<file path="config.mk">
export PLATFORM = sky130hd
export DESIGN_NAME = rtc_serial_master
export DESIGN_NICKNAME = d
export VERILOG_FILES = /design/src/rtl/rtc_ser_pkg.sv /design/src/rtl/rtc_wait_timer.sv /design/src/rtl/rtc_sclk_pulser.sv /design/src/rtl/rtc_serial_master.sv
export SDC_FILE = /design/constraint.sdc
export NUM_CORES = 1
export LEC_CHECK = 0
export BUFFER_PORTS_ARGS = -buffer_cell sky130_fd_sc_hd__buf_2
export CAP_MARGIN = 20
export CORE_MARGIN = 2
export CORE_UTILIZATION = 40
export DETAILED_ROUTE_END_ITERATION = 10
export GPL_ROUTABILITY_DRIVEN = 1
export REMOVE_ABC_BUFFERS = 1
export SLEW_MARGIN = 20
export SYNTH_ARGS = -nofsm -noshare
export SYNTH_HDL_FRONTEND = slang
export SYNTH_HIERARCHICAL = 1
export SYNTH_SLANG_ARGS = --single-unit
export TNS_END_PERCENT = 30
</file>
<file path="constraint.sdc">
create_clock -name clk -period 2.6 [get_ports clk]
set_input_delay 0.52 -clock clk [delete_from_list [all_inputs] [get_ports clk]]
set_output_delay 0.52 -clock clk [all_outputs]
set_load 0.02 [all_outputs]
</file>
<file path="src/rtl/rtc_ser_pkg.sv">
package rtc_ser_pkg;

  typedef enum logic [3:0] {
    ST_IDLE,
    ST_INIT,
    ST_POLL,
    ST_RRST,
    ST_GAP,
    ST_SGO,
    ST_SHOLD,
    ST_SWAIT,
    ST_SHIFT,
    ST_MODE,
    ST_RECV
  } seq_state_t;

endpackage

</file>
<file path="src/rtl/rtc_wait_timer.sv">
module rtc_wait_timer #(
  parameter int DLY = 12500
) (
  input  logic clk,
  input  logic rst,
  input  logic load,
  output logic expired
);
  localparam int TW = $clog2(DLY + 1);

  logic          run;
  logic [TW-1:0] cnt;

  assign expired = run && (cnt == '0);

  always_ff @(posedge clk) begin
    if (rst) begin
      run <= 1'b0;
      cnt <= '0;
    end else if (load) begin
      run <= 1'b1;
      cnt <= TW'(DLY - 1);
    end else if (run) begin
      if (cnt == '0) run <= 1'b0;
      else           cnt <= cnt - 1'b1;
    end
  end
endmodule

</file>
<file path="src/rtl/rtc_sclk_pulser.sv">
module rtc_sclk_pulser #(
  parameter int HALF_CYC = 625
) (
  input  logic clk,
  input  logic rst,
  input  logic fire,
  output logic sclk,
  output logic done
);
  localparam int CW = $clog2(HALF_CYC + 1);

  logic          run;
  logic [CW-1:0] cnt;

  always_ff @(posedge clk) begin
    if (rst) begin
      run  <= 1'b0;
      cnt  <= '0;
      sclk <= 1'b0;
      done <= 1'b0;
    end else begin
      done <= 1'b0;
      if (!run) begin
        if (fire) begin
          run <= 1'b1;
          cnt <= CW'(HALF_CYC - 1);
        end
      end else if (cnt != '0) begin
        cnt <= cnt - 1'b1;
      end else if (!sclk) begin
        sclk <= 1'b1;
        cnt  <= CW'(HALF_CYC - 1);
      end else begin
        sclk <= 1'b0;
        run  <= 1'b0;
        done <= 1'b1;
      end
    end
  end
endmodule

</file>
<file path="src/rtl/rtc_serial_master.sv">
module rtc_serial_master
  import rtc_ser_pkg::*;
#(
  parameter int ADDR_W     = 3,
  parameter int DATA_W     = 32,
  parameter int HALF_CYC   = 625,
  parameter int RST_CYC    = 12500,
  parameter int POLL_LIMIT = 40000,
  parameter int RETRIES    = 3,
  parameter int STAT_W     = 16,
  parameter logic [STAT_W-1:0] STAT_INIT = 16'h180A
) (
  input  logic              clk,
  input  logic              rst,
  input  logic              req_valid,
  input  logic              req_write,
  input  logic [ADDR_W-1:0] req_addr,
  input  logic [DATA_W-1:0] req_wdata,
  output logic              busy,
  output logic              req_reject,
  output logic              rsp_valid,
  output logic              rsp_err,
  output logic [DATA_W-1:0] rsp_rdata,
  output logic              link_sen,
  output logic              link_sclk,
  output logic              link_sdi,
  input  logic              link_sdo,
  input  logic              link_ready,
  output logic              rdy_reset,
  output logic [STAT_W-1:0] static_val,
  output logic              static_start,
  input  logic              static_busy
);
  localparam int FRAME_W = ADDR_W + DATA_W;
  localparam int BCW     = $clog2(FRAME_W + 1);
  localparam int PCW     = $clog2(POLL_LIMIT + 1);
  localparam int RCW     = $clog2(RETRIES + 1);

  seq_state_t         state;
  logic               op_wr;
  logic [FRAME_W-1:0] sr;
  logic [BCW-1:0]     bits_left;
  logic [DATA_W-1:0]  rx;
  logic [PCW-1:0]     poll_cnt;
  logic [RCW-1:0]     rdy_try;
  logic [RCW-1:0]     init_cnt;
  logic [RCW-1:0]     round_cnt;
  logic               fire;
  logic               tload;
  logic               pulse_done;
  logic               t_done;

  rtc_sclk_pulser #(.HALF_CYC(HALF_CYC)) pulser_i (
    .clk  (clk),
    .rst  (rst),
    .fire (fire),
    .sclk (link_sclk),
    .done (pulse_done)
  );

  rtc_wait_timer #(.DLY(RST_CYC)) timer_i (
    .clk     (clk),
    .rst     (rst),
    .load    (tload),
    .expired (t_done)
  );

  always_ff @(posedge clk) begin
    if (rst) begin
      state        <= ST_IDLE;
      op_wr        <= 1'b0;
      sr           <= '0;
      bits_left    <= '0;
      rx           <= '0;
      poll_cnt     <= '0;
      rdy_try      <= '0;
      init_cnt     <= '0;
      round_cnt    <= '0;
      fire         <= 1'b0;
      tload        <= 1'b0;
      busy         <= 1'b0;
      req_reject   <= 1'b0;
      rsp_valid    <= 1'b0;
      rsp_err      <= 1'b0;
      rsp_rdata    <= '0;
      link_sen     <= 1'b0;
      link_sdi     <= 1'b0;
      rdy_reset    <= 1'b0;
      static_val   <= '0;
      static_start <= 1'b0;
    end else begin
      fire         <= 1'b0;
      tload        <= 1'b0;
      rsp_valid    <= 1'b0;
      req_reject   <= 1'b0;
      rdy_reset    <= 1'b0;
      static_start <= 1'b0;
      if (req_valid && state != ST_IDLE) req_reject <= 1'b1;

      unique case (state)
        ST_IDLE: begin
          if (req_valid) begin
            busy      <= 1'b1;
            op_wr     <= req_write;
            sr        <= req_write ? {req_wdata, req_addr} : {req_addr, {DATA_W{1'b0}}};
            bits_left <= req_write ? BCW'(FRAME_W) : BCW'(ADDR_W);
            init_cnt  <= '0;
            round_cnt <= '0;
            state     <= ST_INIT;
          end
        end
        ST_INIT: begin
          link_sen <= 1'b0;
          link_sdi <= 1'b0;
          poll_cnt <= '0;
          rdy_try  <= '0;
          state    <= ST_POLL;
        end
        ST_POLL: begin
          if (link_ready) begin
            link_sen <= 1'b1;
            link_sdi <= sr[FRAME_W-1];
            fire     <= 1'b1;
            state    <= ST_SHIFT;
          end else if (poll_cnt == PCW'(POLL_LIMIT - 1)) begin
            poll_cnt <= '0;
            if (rdy_try != RCW'(RETRIES)) begin
              rdy_reset <= 1'b1;
              rdy_try   <= rdy_try + 1'b1;
              tload     <= 1'b1;
              state     <= ST_RRST;
            end else if (init_cnt != RCW'(RETRIES)) begin
              init_cnt <= init_cnt + 1'b1;
              tload    <= 1'b1;
              state    <= ST_GAP;
            end else if (round_cnt != RCW'(RETRIES)) begin
              init_cnt     <= '0;
              round_cnt    <= round_cnt + 1'b1;
              static_val   <= STAT_INIT;
              static_start <= 1'b1;
              state        <= ST_SGO;
            end else begin
              busy      <= 1'b0;
              rsp_valid <= 1'b1;
              rsp_err   <= 1'b1;
              rsp_rdata <= '0;
              state     <= ST_IDLE;
            end
          end else begin
            poll_cnt <= poll_cnt + 1'b1;
          end
        end
        ST_RRST: if (t_done) state <= ST_POLL;
        ST_GAP:  if (t_done) state <= ST_INIT;
        ST_SGO:   state <= ST_SHOLD;
        ST_SHOLD: state <= ST_SWAIT;
        ST_SWAIT: begin
          if (!static_busy) begin
            tload <= 1'b1;
            state <= ST_GAP;
          end
        end
        ST_SHIFT: begin
          if (pulse_done) begin
            fire <= 1'b1;
            if (bits_left == BCW'(1)) begin
              link_sen <= 1'b0;
              link_sdi <= op_wr;
              state    <= ST_MODE;
            end else begin
              sr        <= sr << 1;
              link_sdi  <= sr[FRAME_W-2];
              bits_left <= bits_left - 1'b1;
            end
          end
        end
        ST_MODE: begin
          if (pulse_done) begin
            link_sdi <= 1'b0;
            if (op_wr) begin
              busy      <= 1'b0;
              rsp_valid <= 1'b1;
              rsp_err   <= 1'b0;
              state     <= ST_IDLE;
            end else begin
              bits_left <= BCW'(DATA_W);
              fire      <= 1'b1;
              state     <= ST_RECV;
            end
          end
        end
        ST_RECV: begin
          if (pulse_done) begin
            rx <= {rx[DATA_W-2:0], link_sdo};
            if (bits_left == BCW'(1)) begin
              busy      <= 1'b0;
              rsp_valid <= 1'b1;
              rsp_err   <= 1'b0;
              rsp_rdata <= {rx[DATA_W-2:0], link_sdo};
              state     <= ST_IDLE;
            end else begin
              bits_left <= bits_left - 1'b1;
              fire      <= 1'b1;
            end
          end
        end
        default: state <= ST_IDLE;
      endcase
    end
  end
endmodule

</file>
==> run metrics <==
asr flop ratio synth=0; Synth Area in Compound Gates=0.214; share of post-route cells with drive strength above 1=0.185; switching share of power=0.354; global-route wire length before repair=30,800 µm; fmax=around 0.42 GHz; skew final=0.0138 ns; Initial Util=0.405; detailed placement HPWL=12,400 µm; routed len/inst=14.7 µm; TritonCTS Sinks=170; global route overflow=0; Syn Std Cell Area=0.00786 mm²; initial antenna violation count=0; hold buffers post-CTS=0; most frequent cells in the layout=170 x dfxtp_1, 125 x nand2_1, 85 x buf_2, 78 x nor2_1, 65 x a21oi_1; hold-critical path endpoint=rx[0]; largest net degree at the start of global routing=between 70 and 80; CP peak stage delay=0.55 ns; largest family of logic cells by synthesized area=simple AND/OR/NAND/NOR gates; CP startpoint kind=flop; Site Rows=51; fillers=1,959; Pint=0.00502 W; IO Pins=99; Tmin final=2.38 ns; post-layout net count=roughly 1,000; vias in the first global route=6,264; sequential share of the synthesized area=0.433; Comb power frac=0.270; VDD IR-drop max=0.000570 V; Switching Power=approximately 0.0028 W; HP Start=link_sdo; post-route clock period utilization=0.917; met3 wire len=788 µm; worst endpoint required time=2.92 ns; Skew-Pair Late Insertion Delay=0.44 ns; Post-synth EDFFs=0; Reg power frac=0.390; Diodes inserted=0; TritonCTS Buffers=17; Final Hold Viols=0; syn avg cell area=8.54 µm²; Worst-path clk slew=0.08 ns; R2R Path Start=timer_i/cnt[0]; Synth Register Bits=170; Slew Viols, Final=0; Die Y=roughly 140 µm; clock power share=0.340; mux cell area share after synthesis=0.0166; routed wl met2=between 8000 and 9000 µm; LEAKAGE=roughly 3.5 nW; Vias/cell=5.40; TritonRoute pass-1 iters=7; Die Area=slightly above 0.02 mm²; met1 wire length=roughly 9300 µm; Cell Pwr Density=838 mW/mm²; Worst Max-Slew Pin Slew=0.632 ns; Post-Synth Adder-Cell Area=0.0127; XOR/XNOR share of the synthesized area=0.0145; Hold WS=between 0.3 and 0.4 ns; CP Cell Sequence=inv_1 > ha_1 > or3b_4 > or4_4 > nor2_4 > inv_1 > a31oi_1 > a21oi_1 > o311a_1; setup repair after global routing missed its margin=false; relative slew slack=0.578; GRT Total Usage=0.182; antenna viol nets, final=0; area grow syn2layout=18.1%; Yosys warnings=6; maximum clock insertion buffer count=2; commonest non-fill, non-tap cell in the layout=dfxtp_1; reg-to-reg endpoint=state[1]; R2R depth=9; PnR Total Power=a little under 0.008 W; Die W=144 µm; Final WS setup=around 0.22 ns; CP Capture Type=flop; Hold Path Depth=3; maxcap violations=0; R2R Setup Slk=0.22 ns; status=finished, final reports clean; # H-tree levels=4; Initial DRC Count=roughly 440; routed vias=slightly below 7,000; highest metal used=met4; IO buf count=86; worst endpoint data arrival time=~2.7 ns; Clock Root Buffer=clkbuf_16; CTS tree=yes; Crit Path Max Fanout=4; Simple-Gate Fraction of Synth Area=0.247; Post-Route Utilization=0.479; Primary FF master, synth=dfxtp_1; worst min-delay path category=in -> reg; Synth cell types=78; gpl congestion=between 0.8 and 0.9; WS Path Type=reg -> reg; Design Area, Final=0.00928 mm²; CP most frequent cell=inv_1; DP Area=0.00863 mm²; pre-CTS setup slack=around 0.018 ns; critical path's slowest cell=or4_4; final WL=18,700 µm; final setup violation count=0; Mapped Cells=921; core area=0.0194 mm²; DRC viols=0
[metal layers]
| layer | track usage | vias up |
|---|---|---|
| li1 | - | 3500 |
| met1 | 0.256 | 3237 |
| met2 | 0.278 | 122 |
| met3 | 0.0470 | 19 |
| met4 | 0.0450 | 0 |
| met5 | 0 | - |
[logic make-up after synthesis]
family,after synthesis
flip-flops,170
buffers and inverters,103
AND/OR/NAND/NOR,378
AO/OA/AOI/OAI,235
XOR/XNOR,13
multiplexers,13
other,1
adder cells (fa/ha/maj),8
[metrics by stage]
| stage | cells | TNS (ns) |
|---|---|---|
| floorplan | 850 | -111.82 |
| global placement | 1242 | 0 |
| detailed placement | 1242 | 0 |
| CTS | 1274 | 0 |
| global route | 1274 | 0 |
| finish | 1274 | 0 |
[worst max-delay path: cells and delay by family, from the launching register on]
family | cells | cell delay, ns
AND/OR/NAND/NOR | 3 | 1.08
AO/OA/AOI/OAI | 3 | 0.62
flip-flops | 1 | 0.31
adder cells (fa/ha/maj) | 1 | 0.17
buffers and inverters | 2 | 0.10
[sequential cells by signal, indices dropped and copies added (netlist names), 2 cells and up]
register and flops:
bits_left 6, init_cnt 2, poll_cnt 16, pulser_i/cnt 10, rdy_try 2, round_cnt 2, rsp_rdata 32, rx 31
sr 35, state 4, timer_i/cnt 14
[worst max-delay path by stage]
stage,startpoint,endpoint
after floorplan,state[1],sr[10]
after global placement,timer_i/cnt[0],state[1]
after detailed placement,timer_i/cnt[1],state[1]
after CTS,timer_i/cnt[1],state[1]
after global routing,timer_i/cnt[0],state[1]
final,timer_i/cnt[0],state[1]
[synthesized netlist by cell type (4+ instances only)]
library cell / count / area share
dfxtp_1: 170 / 0.43
nand2_1: 125 / 0.060
nor2_1: 79 / 0.038
a21oi_1: 65 / 0.041
clkbuf_1: 50 / 0.024
nand3_1: 43 / 0.027
a311oi_1: 33 / 0.037
a22o_1: 32 / 0.036
o21ai_0: 24 / 0.015
inv_1: 21 / 0.010
nor3_1: 19 / 0.012
buf_4: 16 / 0.015
mux2i_1: 13 / 0.017
nand4_1: 13 / 0.010
or3_1: 12 / 0.0095
a211oi_1: 11 / 0.011
a31oi_1: 11 / 0.0088
xnor2_1: 9 / 0.010
ha_1: 8 / 0.013
o211ai_1: 8 / 0.0076
o31ai_1: 8 / 0.0076
buf_1: 7 / 0.0033
nand2b_1: 7 / 0.0056
nor2b_1: 7 / 0.0056
nor4_1: 7 / 0.0056
or4_1: 7 / 0.0067
and2_1: 5 / 0.0040
and4_1: 5 / 0.0056
buf_6: 5 / 0.0072
nand3b_1: 5 / 0.0048
nor4b_1: 5 / 0.0056
or3_2: 5 / 0.0048
buf_2: 4 / 0.0025
or2_2: 4 / 0.0032
or4_4: 4 / 0.0057
xor2_1: 4 / 0.0045
[cell type report]
class                   count  area [µm²]  share of cell area
multi-input cells         659        4040               0.435
clock buffers              17         425              0.0458
inverters                  21        78.8             0.00849
repair buffers            127         791              0.0852
well taps                 265         332              0.0357
clock inverters            15         214              0.0230
flip-flops and latches    170        3400               0.367
[power by group through the flow]
| stage | Clock [W] | Sequential (W) | Combinational (W) |
|---|---|---|---|
| floorplan | 0 | 0.00316 | 0.00135 |
| global placement | 0 | 0.00308 | 0.00207 |
| detailed placement | 0 | 0.00309 | 0.00208 |
| CTS | 0.00270 | 0.00303 | 0.00210 |
| global route | 0.00283 | 0.00306 | 0.00234 |
| finish | 0.00265 | 0.00303 | 0.00210 |
[what timing repair did]
item	in CTS	in global routing
endpoints found under the setup margin	0	2
setup buffers	0	0
resized for setup	0	3
Power figures use the tool's default switching activity.
